[config.mk]
export PLATFORM = sky130hd
export DESIGN_NAME = pt_walker
export DESIGN_NICKNAME = d
export VERILOG_FILES = /design/src/rtl/ptw_pkg.sv /design/src/rtl/ptw_entry_addr.sv /design/src/rtl/ptw_pte_check.sv /design/src/rtl/pt_walker.sv
export SDC_FILE = /design/constraint.sdc
export NUM_CORES = 1
export LEC_CHECK = 0
export ABC_AREA = 1
export CAP_MARGIN = 20
export CORE_MARGIN = 3
export CORE_UTILIZATION = 45
export DETAILED_ROUTE_END_ITERATION = 16
export PLACE_DENSITY = 0.81
export SLEW_MARGIN = 10
export SYNTH_ARGS = -nofsm -noshare
export SYNTH_HDL_FRONTEND = slang
export SYNTH_SLANG_ARGS = --single-unit
[constraint.sdc]
create_clock -name clk -period 1.8 [get_ports clk]
set_clock_uncertainty 0.05 [all_clocks]
set_input_delay 0.45 -clock clk [delete_from_list [all_inputs] [get_ports clk]]
set_output_delay 0.45 -clock clk [all_outputs]
set_load 0.05 [all_outputs]
[src/rtl/ptw_pkg.sv]
package ptw_pkg;

   typedef enum logic [2:0] {
      WS_IDLE,
      WS_L1_REQ,
      WS_L1_WAIT,
      WS_L2_REQ,
      WS_L2_WAIT,
      WS_DONE
   } walk_state_t;

   localparam logic [1:0] FLT_NONE   = 2'd0;
   localparam logic [1:0] FLT_ABSENT = 2'd1;
   localparam logic [1:0] FLT_RIGHTS = 2'd2;

   localparam int PTE_BIT_V = 0;
   localparam int PTE_BIT_W = 1;
   localparam int PTE_BIT_U = 2;

   typedef struct packed {
      logic write;
      logic user;
   } access_t;

endpackage

[src/rtl/ptw_entry_addr.sv]
module ptw_entry_addr #(
   parameter int PA_W      = 32,
   parameter int OFF_W     = 12,
   parameter int IDX_W     = 10,
   parameter int ENT_SHIFT = 2
) (
   input  logic [PA_W-OFF_W-1:0] base_pfn,
   input  logic [IDX_W-1:0]      idx,
   output logic [PA_W-1:0]       addr
);
   localparam int PAD_W = PA_W - IDX_W - ENT_SHIFT;

   logic [PA_W-1:0] base_byte;
   logic [PA_W-1:0] idx_byte;

   generate
      if (IDX_W + ENT_SHIFT > OFF_W) begin : g_bad_geom
         $error("table index plus entry size exceeds the page offset");
      end
   endgenerate

   assign base_byte = {base_pfn, {OFF_W{1'b0}}};
   assign idx_byte  = {{PAD_W{1'b0}}, idx, {ENT_SHIFT{1'b0}}};
   assign addr      = base_byte + idx_byte;

endmodule

[src/rtl/ptw_pte_check.sv]
module ptw_pte_check
   import ptw_pkg::*;
#(
   parameter int  PTE_W        = 32,
   parameter int  OFF_W        = 12,
   parameter bit  CHECK_RIGHTS = 1'b1
) (
   input  logic [PTE_W-1:0]       pte,
   input  access_t                acc,
   output logic [1:0]             fault,
   output logic [PTE_W-OFF_W-1:0] pfn
);
   logic present;
   logic rights_bad;
   logic unused_low;

   assign present    = pte[PTE_BIT_V];
   assign unused_low = ^pte[OFF_W-1:PTE_BIT_U+1];

   generate
      if (CHECK_RIGHTS) begin : g_rights
         assign rights_bad = (acc.write & ~pte[PTE_BIT_W]) |
                             (acc.user  & ~pte[PTE_BIT_U]);
      end else begin : g_valid_only
         logic unused_rights;
         assign unused_rights = ^{acc, pte[PTE_BIT_U:PTE_BIT_W]};
         assign rights_bad    = 1'b0;
      end
   endgenerate

   always_comb begin
      if (!present)        fault = FLT_ABSENT;
      else if (rights_bad) fault = FLT_RIGHTS;
      else                 fault = FLT_NONE;
   end

   assign pfn = pte[PTE_W-1:OFF_W];

endmodule

[src/rtl/pt_walker.sv]
module pt_walker
   import ptw_pkg::*;
#(
   parameter int VA_W            = 32,
   parameter int PA_W            = 32,
   parameter int OFF_W           = 12,
   parameter int IDX_W           = 10,
   parameter int ENTRY_BYTES     = 4,
   parameter bit CHECK_L1_RIGHTS = 1'b0
) (
   input  logic                  clk,
   input  logic                  rst_n,
   input  logic                  req_valid,
   output logic                  req_ready,
   input  logic [VA_W-1:0]       req_vaddr,
   input  logic                  req_write,
   input  logic                  req_user,
   input  logic [PA_W-OFF_W-1:0] ptbr_pfn,
   output logic                  mem_req_valid,
   input  logic                  mem_req_ready,
   output logic [PA_W-1:0]       mem_req_addr,
   input  logic                  mem_rsp_valid,
   input  logic [PA_W-1:0]       mem_rsp_data,
   output logic                  done,
   output logic [1:0]            done_fault,
   output logic [PA_W-1:0]       done_paddr
);
   localparam int PFN_W     = PA_W - OFF_W;
   localparam int ENT_SHIFT = $clog2(ENTRY_BYTES);
   localparam int PTE_W     = 8 * ENTRY_BYTES;
   localparam int L1_LSB    = OFF_W + IDX_W;
   localparam int L2_LSB    = OFF_W;

   generate
      if (VA_W != OFF_W + 2 * IDX_W) begin : g_bad_va
         $error("virtual address must split into two indices and an offset");
      end
      if (PTE_W != PA_W) begin : g_bad_pte
         $error("entry width must equal the physical address width");
      end
   endgenerate

   walk_state_t       state;
   logic [VA_W-1:0]   va_q;
   access_t           acc_q;
   logic [PFN_W-1:0]  base_q;
   logic [1:0]        fault_q;
   logic [PA_W-1:0]   paddr_q;

   logic [IDX_W-1:0]  idx_sel;
   logic [1:0]        l1_fault;
   logic [1:0]        l2_fault;
   logic [PFN_W-1:0]  l1_pfn;
   logic [PFN_W-1:0]  l2_pfn;
   access_t           req_acc;

   assign req_acc.write = req_write;
   assign req_acc.user  = req_user;

   assign idx_sel = (state == WS_L2_REQ) ? va_q[L2_LSB +: IDX_W]
                                         : va_q[L1_LSB +: IDX_W];

   ptw_entry_addr #(
      .PA_W      (PA_W),
      .OFF_W     (OFF_W),
      .IDX_W     (IDX_W),
      .ENT_SHIFT (ENT_SHIFT)
   ) u_addr (
      .base_pfn (base_q),
      .idx      (idx_sel),
      .addr     (mem_req_addr)
   );

   ptw_pte_check #(
      .PTE_W        (PTE_W),
      .OFF_W        (OFF_W),
      .CHECK_RIGHTS (CHECK_L1_RIGHTS)
   ) u_chk_l1 (
      .pte   (mem_rsp_data),
      .acc   (acc_q),
      .fault (l1_fault),
      .pfn   (l1_pfn)
   );

   ptw_pte_check #(
      .PTE_W        (PTE_W),
      .OFF_W        (OFF_W),
      .CHECK_RIGHTS (1'b1)
   ) u_chk_l2 (
      .pte   (mem_rsp_data),
      .acc   (acc_q),
      .fault (l2_fault),
      .pfn   (l2_pfn)
   );

   always_ff @(posedge clk or negedge rst_n) begin
      if (!rst_n) begin
         state   <= WS_IDLE;
         va_q    <= '0;
         acc_q   <= '0;
         base_q  <= '0;
         fault_q <= FLT_NONE;
         paddr_q <= '0;
      end else begin
         unique case (state)
            WS_IDLE: begin
               if (req_valid) begin
                  va_q    <= req_vaddr;
                  acc_q   <= req_acc;
                  base_q  <= ptbr_pfn;
                  fault_q <= FLT_NONE;
                  paddr_q <= '0;
                  state   <= WS_L1_REQ;
               end
            end
            WS_L1_REQ: begin
               if (mem_req_ready) state <= WS_L1_WAIT;
            end
            WS_L1_WAIT: begin
               if (mem_rsp_valid) begin
                  if (l1_fault != FLT_NONE) begin
                     fault_q <= l1_fault;
                     state   <= WS_DONE;
                  end else begin
                     base_q <= l1_pfn;
                     state  <= WS_L2_REQ;
                  end
               end
            end
            WS_L2_REQ: begin
               if (mem_req_ready) state <= WS_L2_WAIT;
            end
            WS_L2_WAIT: begin
               if (mem_rsp_valid) begin
                  if (l2_fault != FLT_NONE) begin
                     fault_q <= l2_fault;
                  end else begin
                     paddr_q <= {l2_pfn, va_q[OFF_W-1:0]};
                  end
                  state <= WS_DONE;
               end
            end
            WS_DONE: state <= WS_IDLE;
            default: state <= WS_IDLE;
         endcase
      end
   end

   assign req_ready     = (state == WS_IDLE);
   assign mem_req_valid = (state == WS_L1_REQ) || (state == WS_L2_REQ);
   assign done          = (state == WS_DONE);
   assign done_fault    = fault_q;
   assign done_paddr    = paddr_q;

endmodule

==> After elaboration in Yosys (flattened, before gate mapping) <==
Cells that the tools add are included.
{ "totals": {"register_bits": 91, "latch_bits": 0, "mem_bits_rw": 0, "rom_bits": 0, "input_bits": 91, "output_inout_bits": 69, "elab_cells": 64, "mem_count": 0} }
{ "classes": {"n_addsub": 1, "mul": 0, "div_mod_pow": 0, "order_cmp": 0, "n_eq_ne": 14, "shift": 0, "muxes": 25, "bitwise_logic": 5, "n_reduce_logical": 12} }
{ "ops": {"columns": ["operator", "count"], "rows": [
  ["two-way mux 32 bit", 3],
  ["case mux 32 bit (2 select lines)", 1],
  ["two-way mux 20 bit", 3],
  ["case mux 20 bit (2 select lines)", 1],
  ["adder 32 x 12 -> 32 bit", 1],
  ["two-way mux 3 bit", 6],
  ["!= test 2 bit, second input constant", 9],
  ["case mux 3 bit (5 select lines)", 1],
  ["two-way mux 2 bit", 7],
  ["two-way mux 10 bit", 1],
  ["AND reduction 4 bit", 2],
  ["nonzero test 2 bit", 4],
  ["equality test 3 x 2 -> 1 bit, second input constant", 2],
  ["equality test 3 bit, second input constant", 2],
  ["case mux 2 bit (3 select lines)", 1],
  ["AND reduction 6 bit", 1],
  ["AND reduction 5 bit", 1],
  ["equality test 3 x 1 -> 1 bit, second input constant", 1],
  ["zero test 3 bit", 1],
  ["nonzero test 3 bit", 1],
  ["AND 1 bit", 2],
  ["NOT 1 bit", 2],
  ["AND reduction 2 bit", 1],
  ["logical OR 1 bit", 1],
  ["2 further kinds", 2]
]} }

==> Longest topological paths before layout <==
Gate-level depths: netlist of run 1.
{ "depth": {"depth_word": 9, "mapped_depth": 9, "depth_no_buf": 8} }

==> By module <==
A second synthesis of run 1 with hierarchy kept.
{ "hier_totals": {"cells_unflattened": 620, "hier_area_um2": 4785.8} }
{ "by_module_without_submodules": {"columns": ["module", "n_inst", "cells_per_inst", "area_per_inst_um2", "seq_area_each_um2"], "rows": [
  ["pt_walker", 1, 538, 4199.0, 2277.2],
  ["ptw_entry_addr", 1, 33, 244.0, 0.0],
  ["ptw_pte_check at u_chk_l2", 1, 26, 177.7, 0.0],
  ["ptw_pte_check at u_chk_l1", 1, 23, 165.2, 0.0]
]} }

==> Least setup slack after synthesis of run 1 <==
OpenSTA, ideal clock, no wires.
{ "synth_timing": {"path_type": "reg-to-output", "from": "register state[0]", "to": "output port mem_req_addr[10]", "arrival_time_ps": 1972, "required_ps": 1300, "path_slack_ps": -672, "stages_incl_launch_ff": 5, "path_cell_list": "dfrtp_1 > inv_1 > nor2_1 > nand2_2 > mux2_2"} }
{ "synth_between": {"elab_chain_cells": 3} }
{ "synth_rtl": {"columns": ["element", "line", "text"], "rows": [
  ["start: declaration", "pt_walker.sv:43", "walk_state_t state;"],
  ["start signal: assignment", "pt_walker.sv:98", "state <= WS_IDLE;"],
  ["start signal: assignment", "pt_walker.sv:113", "state <= WS_L1_REQ;"],
  ["start signal: assignment", "pt_walker.sv:117", "if (mem_req_ready) state <= WS_L1_WAIT;"],
  ["equality test 3 x 2 -> 1 bit", "pt_walker.sv:60", "assign idx_sel = (state == WS_L2_REQ) ? va_q[L2_LSB +: IDX_W]"],
  ["two-way mux 10 bit", "pt_walker.sv:60", null],
  ["adder 32 x 12 -> 32 bit", "ptw_entry_addr.sv:24", "assign addr = base_byte + idx_byte;"],
  ["end: declaration", "pt_walker.sv:21", "output logic [PA_W-1:0] mem_req_addr,"]
]} }
Every way passes these cells.

==> Worst setup path in the final report of run 1 <==
{ "layout_timing": {"from": "register state[2]", "to": "output port mem_req_addr[9]"} }
Same word-level chain as after synthesis.

==> results by group, run 1 <==
Power and ir drop
  • Total power per unit cell area: 1860 nW/um^2
  • Worst VDD drop: about 1300 uV
  • Sum of internal, switching and leakage power: about 12 mW
  • Static Leak: approximately 3.3 nW

Clock network
  • Root buffer selected by CTS: sky130_fd_sc_hd__clkbuf_8
  • Num Clock Sinks: between 90 and 100
  • Number of buffers between clock root and the deepest sink: 2
  • CTS buffer count: 9
  • Clk Latency, worst-skew pair: 340 ps
  • H-tree levels: 3
  • CTS tree: yes
  • Clk slew on worst S/H paths: around 100 ps

Floorplan
  • Floorplan core area: between 9000 and 10000 sq um
  • Total I/O pin count: 160
  • Chip width: 104 um
  • Die outline area: 10800 sq um
  • Y dimension of the die: 104 um
  • Starting utilization of the core area: 0.464
  • Number of core rows: 35

Global route
  • Total track usage: 0.224
  • Number of global-route vias before repair: 4089
  • First-pass GRT wire length: about 20000 um
  • Largest net degree at the start of global routing: 41
  • Remaining global-route overflow: 0
  • Number of antenna violations at the first check in global routing: 0

Logic synthesis
  • Proportion of netlist area held by the largest area contributor: 0.529
  • Mean cell area of the mapped netlist: between 8 and 9 sq um
  • Count of flip-flops with a built-in enable after synthesis: 0
  • Most used DFF post-synth: sky130_fd_sc_hd__dfrtp_1
  • Biggest area contributors in the synthesized netlist: sky130_fd_sc_hd__dfrtp_1 53%, sky130_fd_sc_hd__nand2_1 18%, sky130_fd_sc_hd__nand3b_1 5.4%
  • Share of synthesized area occupied by flip-flops and latches: 0.529
  • Number of standard cells after synthesis: a little over 500
  • Cell taking the most area after synthesis: sky130_fd_sc_hd__dfrtp_1
  • Share of async-settable or async-resettable flops after synthesis: 1.00
  • FF+latch count, synth: between 90 and 100
  • Count of cell types in the netlist: 22
  • YS warnings: 0
  • Combined area of all synthesized cells: between 4000 and 5000 sq um

Place
  • Sum of net half-perimeters after detailed placement: roughly 8400 um
  • Placement-stage cell area: between 6000 and 7000 sq um
  • Final GP Congestion: approximately 0.83
  • Count of input and output buffers: about 150

Final layout
  • Fraction of layout cells with a size suffix above 1: 0.248
  • NumNets Final: ~770
  • Total area of multi-input combinational cells: roughly 1900 sq um
  • Post-Layout Inst Area: between 6000 and 7000 sq um
  • Commonest cells after routing, fill and taps aside: 207 x sky130_fd_sc_hd__nand2_1, 89 x sky130_fd_sc_hd__dfrtp_1, 80 x sky130_fd_sc_hd__clkdlybuf4s50_1
  • Register area: 2280 sq um
  • Utilization of the core after routing: 0.699
  • Fill count: approximately 740
  • Antenna cells: 0
  • Area added between synthesis and finish: 50.7%
  • Commonest non-fill, non-tap cell in the layout: sky130_fd_sc_hd__nand2_1

Hold path
  • Type of the worst min-delay path: reg2reg
  • Hold Path Origin: va_q[26]

Route
  • Antenna viol nets, final: 0
  • Vias per cell: a little over 5
  • Remaining DRCs: 0
  • Detailed-route wire length: 12600 um
  • Per-cell routed wire length: between 15 and 20 um
  • Detailed-router iteration count before antenna repair: 5
  • Routed via count: between 4k and 5k
  • DRC violation total after the first TritonRoute iteration: 213

STA
  • Post-route minimum period: between 2000 and 2500 ps
  • Hold violation count in the final report: 0
  • Achievable clock frequency: 484 MHz
  • RSZ-0062 raised after global routing: true
  • Setup Viol. Count Final: 12
  • Pins over their slew limit: 0
  • Tcrit/Tclk final: 1.15
  • Least setup slack across all paths after layout: -267 ps

Worst setup path
  • Nature of the critical path startpoint: flip-flop
  • Kind of end point of the critical path: output port
  • Crit path arrival time: ~1600 ps
  • Top fanout value on the critical path: 5
  • Crit path required time: about 1300 ps
  • Class of the most critical setup path: reg2out
  • Launch point of the critical path: state[2]
  • R2R Path Start: state[2]

Run status
  • Status: finished with violations
  • Violations in the final reports: negative setup slack

Flow run
  • Total of max-cap violations: 0
critical path, cell delays in order, from the launching register on:
cell,delay [ps]
sky130_fd_sc_hd__dfrtp_2,450
sky130_fd_sc_hd__nor2_4,190
sky130_fd_sc_hd__nand2_4,100
sky130_fd_sc_hd__mux2_4,330
sky130_fd_sc_hd__buf_12,150
cell type report:
class / count / share of cell area
multi-input combinational: 376 / 0.288
tap: 129 / 0.0249
inverter: 16 / 0.0108
clock inverter: 5 / 0.00675
timing repair buffer: 183 / 0.295
clock buffer: 11 / 0.0233
sequential: 91 / 0.351
routing by layer:
| layer | share of wire | routed length, um | vias up | GRT usage |
|---|---|---|---|---|
| met2 | 0.49 | 6160 | 187 | 0.377 |
| met3 | 0.087 | 1090 | 15 | 0.0604 |
| li1 | - | - | 1966 | - |
| met5 | 0 | 0 | - | 0 |
| met4 | 0.0096 | 121 | 0 | 0.0389 |
| met1 | 0.41 | 5200 | 1936 | 0.294 |
state kept, by name (all words and copies together), names as in the netlist:
register and cells:
done_paddr 32, va_q 32, done_fault 2, state 3
acc_q 2, base_q 20
kinds of logic (layout without fill, tap and decap cells):
kind of cell,after synthesis,count (layout),synth area share
and+or+nand+nor,320,321,0.336
DFF,91,91,0.529
other,1,2,0.000871
muxes,10,10,0.0262
AOI/OAI and AO/OA,43,43,0.0500
buffers and inverters,48,215,0.0581
synth_stat cells, types with 3 or more instances:
| library cell | count |
|---|---|
| sky130_fd_sc_hd__nand2_2 | 3 |
| sky130_fd_sc_hd__nand3_1 | 44 |
| sky130_fd_sc_hd__mux2_2 | 10 |
| sky130_fd_sc_hd__nor2_1 | 9 |
| sky130_fd_sc_hd__inv_1 | 14 |
| sky130_fd_sc_hd__nand3b_1 | 31 |
| sky130_fd_sc_hd__nand2_1 | 210 |
| sky130_fd_sc_hd__clkbuf_1 | 11 |
| sky130_fd_sc_hd__or2_2 | 19 |
| sky130_fd_sc_hd__dfrtp_1 | 91 |
| sky130_fd_sc_hd__o21ai_0 | 22 |
| sky130_fd_sc_hd__buf_6 | 3 |
| sky130_fd_sc_hd__buf_4 | 10 |
| sky130_fd_sc_hd__o21ai_1 | 20 |
| sky130_fd_sc_hd__buf_2 | 8 |
through the flow:
step | TNS [ps] | hold WS (ps) | setup WS, ps | instances
global placement | -2130 | 328 | -54.4 | 781
finish | -2790 | 427 | -267 | 811
CTS | -2770 | 428 | -271 | 803
floorplan | -625 | 104 | -63.9 | 514
global route | -4840 | 455 | -328 | 811
detailed placement | -4030 | 336 | -88.9 | 781
report_power, final:
group	internal (mW)	switching [mW]
clock	0.599	0.753
combinational	2.88	4.56
sequential	2.84	0.464
total	6.31	5.78
final timing paths:
path / endpoint / slack [ps] / cells after the start
max reg2reg: base_q[13] / 50 / 10
max: mem_req_addr[9] / -270 / 4
min in group asynchronous: base_q[16] / 520 / 2
min: va_q[26] / 430 / 2
max in group asynchronous: va_q[22] / 670 / 3
min reg2reg: va_q[26] / 430 / 2
what timing repair did:
item / in CTS / in global routing
resized for setup: 12 / 23
pin swaps: 2 / 5
setup buffers: 5 / 3
hold buffers: 1 / 0
endpoints found under the setup margin: 12 / 58
endpoints found under the hold margin: 22 / 0
cloned: 1 / 5
Note: power is estimated with default switching activity, not from simulation.
==> run 2: changes to the inputs <==
Settings changed: CORE_UTILIZATION 45 to 46, CTS_BUF_LIST from default to sky130_fd_sc_hd__clkbuf_4, PLACE_DENSITY 0.81 to 0.83.
==> run 2 against run 1 <==
  * The run still ends with negative setup slack left
  * Hold slack gained 8.0 ps
  * Combinational power grew 2%
  * Design area down 0.31%
  * Core utilization grew 2.9 points
  * First-iteration DRC count down 12%
  * Sequential share of layout area rose by 0.11 points
  * Die area is 2.1% lower
==> results by group, run 2 (synthesized netlist as in run 1, its figures left out) <==
Run status
  • Status: finished with violations (unchanged)
  • Violations in the final reports: negative setup slack (unchanged)

Place
  • Final GP Congestion: 0.834 (about the same)
  • Pre-CTS worst setup slack: -106 ps (was -88.9 ps)
  • Count of input and output buffers: 148 (unchanged)
  • Sum of net half-perimeters after detailed placement: 8190 um (was 8390 um)

Route
  • Detailed-router iteration count before antenna repair: 5 (unchanged)
  • Post-route met1 wirelength: 5210 um (was 5200 um)
  • Met3 routed wirelength: 1250 um (was 1090 um)
  • Met2 wire length: 6180 um (was 6160 um)
  • Antenna viol nets, final: 0 (unchanged)
  • Vias per cell: 5.20 (was 5.06)
  • DRC violation total after the first TritonRoute iteration: 187 (was 213)
  • Routed via count: 4139 (was 4104)
  • Per-cell routed wire length: 16.2 um (was 15.5 um)
  • Detailed-route wire length: 12900 um (was 12600 um)
  • Remaining DRCs: 0 (unchanged)
  • Highest routing layer actually used: met4 (unchanged)

Worst setup path
  • Kind of end point of the critical path: output port (unchanged)
  • Delay contributed by the slowest stage of the critical path: 450 ps (about the same)
  • Cells along the critical path: nor2_4 > nand2_4 > mux2_2 > buf_12 (was nor2_4 > nand2_4 > mux2_4 > buf_12)
  • Top fanout value on the critical path: 5 (unchanged)
  • Max stage delay cell, worst path: sky130_fd_sc_hd__dfrtp_2 (unchanged)
  • Crit path required time: 1300 ps (about the same)
  • Register-to-Register Setup Slack: 30 ps (was 50 ps)
  • RR Endpoint: base_q[7] (was base_q[13])
  • Nature of the critical path startpoint: flip-flop (unchanged)
  • R2R Path Start: state[1] (was state[2])
  • Crit path arrival time: 1680 ps (was 1570 ps)
  • Class of the most critical setup path: reg2out (unchanged)
  • Cells on worst reg2reg path: 10 (unchanged)

Final layout
  • Area added between synthesis and finish: 50.2% (was 50.7%)
  • Commonest non-fill, non-tap cell in the layout: sky130_fd_sc_hd__nand2_1 (unchanged)
  • Antenna cells: 0 (unchanged)
  • Fraction of layout cells with a size suffix above 1: 0.256 (was 0.248)
  • Commonest cells after routing, fill and taps aside: 206 x sky130_fd_sc_hd__nand2_1, 89 x sky130_fd_sc_hd__dfrtp_1, 80 x sky130_fd_sc_hd__clkdlybuf4s50_1 (was 207 x sky130_fd_sc_hd__nand2_1, 89 x sky130_fd_sc_hd__dfrtp_1, 80 x sky130_fd_sc_hd__clkdlybuf4s50_1)
  • NumNets Final: 774 (was 768)

Global route
  • Remaining global-route overflow: 0 (unchanged)
  • Largest net degree at the start of global routing: 92 (was 41)
  • Number of global-route vias before repair: 3964 (was 4089)
  • Number of antenna violations at the first check in global routing: 0 (unchanged)
  • First-pass GRT wire length: 19000 um (was 20200 um)
  • Total track usage: 0.228 (was 0.224)

Clock network
  • Number of buffers between clock root and the deepest sink: 2 (unchanged)
  • Clk Latency, worst-skew pair: 420 ps (was 340 ps)
  • Num Clock Sinks: 91 (unchanged)
  • H-tree levels: 3 (unchanged)
  • Root buffer selected by CTS: sky130_fd_sc_hd__clkbuf_4 (was sky130_fd_sc_hd__clkbuf_8)
  • Clk slew on worst S/H paths: 140 ps (was 100 ps)
  • CTS tree: yes (unchanged)
  • CTS buffer count: 9 (unchanged)

STA
  • Tcrit/Tclk final: 1.21 (was 1.15)
  • Post-route minimum period: 2180 ps (was 2070 ps)
  • Pins over their slew limit: 0 (unchanged)
  • RSZ-0062 raised after global routing: true (unchanged)
  • Setup Viol. Count Final: 13 (was 12)
  • Least setup slack across all paths after layout: -385 ps (was -267 ps)
  • Achievable clock frequency: 458 MHz (was 484 MHz)
  • Setup TNS: -4520 ps (was -2790 ps)
  • Hold violation count in the final report: 0 (unchanged)

Floorplan
  • Die outline area: 10600 sq um (was 10800 sq um)
  • Total I/O pin count: 160 (unchanged)
  • Y dimension of the die: 103 um (was 104 um)
  • Floorplan core area: 8890 sq um (was 9280 sq um)
  • Number of core rows: 34 (was 35)
  • Chip width: 103 um (was 104 um)
  • Starting utilization of the core area: 0.484 (was 0.464)

Power and ir drop
  • Switching part of the total: 0.477 (was 0.478)
  • Switching power of the nets: 5.81 mW (was 5.78 mW)
  • Worst VDD drop: 1240 uV (was 1290 uV)
  • Clock Power Share: 0.108 (was 0.112)
  • Combinational share of power: 0.621 (was 0.615)
  • Cell-internal power: 6.38 mW (was 6.31 mW)
  • Register share of total power: 0.271 (was 0.273)
  • Static Leak: 3.28 nW (was 3.26 nW)
  • Total power per unit cell area: 1890 nW/um^2 (was 1860 nW/um^2)

Flow run
  • Total of max-cap violations: 0 (unchanged)

Hold path
  • Worst hold path endpoint: va_q[16] (was va_q[26])
  • Hold Path Origin: va_q[16] (was va_q[26])
  • Min-Delay Path Depth: 2 (unchanged)
  • Type of the worst min-delay path: reg2reg (unchanged)
run 2: worst max path at each step:
stage | start | to | slack (ps)
2_1_floorplan | state[0] | mem_req_addr[10] | -60
3_5_place_dp | req_valid | va_q[24] | -110
4_1_cts | state[0] | mem_req_addr[6] | -410
3_3_place_gp | req_valid | va_q[13] | -70
5_1_grt | state[2] | mem_req_addr[5] | -440
6_report | state[2] | mem_req_addr[6] | -380
run 2: area by class of cell:
type / instances / area [sq um]
repair buffers: 189 / 1950
flip-flops and latches: 91 / 2280
multi-input cells: 376 / 1880
clock inverters: 7 / 98.8
clock buffers: 9 / 67.6
fillers: 658 / 2420
inverters: 16 / 62.6
well taps: 108 / 135
run 2: stage by stage:
step                hold slack, ps  std cells  area (sq um)  power (mW)   util
floorplan                      104        514          4330        7.55      -
global placement               399        760          5980        9.82  0.672
detailed placement             405        760          5980        9.99  0.672
CTS                            438        784          6230        11.5  0.700
global route                   456        796          6470        12.9  0.727
finish                         435        796          6470        12.2  0.727
run 2: repair_timing:
item | CTS | global route
gates cloned | 1 | 6
resized for setup | 8 | 19
hold endpoints to repair | 31 | 0
hold buffers | 1 | 0
setup buffers | 6 | 9
pin swaps | 3 | 5
endpoints found under the setup margin | 13 | 26
run 2: routing by layer:
metal / track usage / vias to the layer above
met3: 0.0582 / 28
met1: 0.287 / 1930
li1: - / 1986
met4: 0.0727 / 0
met2: 0.387 / 195
met5: 0 / -
run 2: power groups by stage:
stage               clock network, mW  logic [mW]  registers, mW
floorplan                           0        2.93           4.62
global placement                    0        6.53           3.29
detailed placement                  0        6.66           3.33
CTS                              1.34        6.86           3.29
global route                     1.44        8.05           3.38
finish                           1.32        7.57           3.30
run 2: worst max-delay path, delay by kind of cell (launching register included):
family        cells  cell delay (ps)
buf+inv           1              160
flops             1              450
mux               1              320
simple gates      2              320
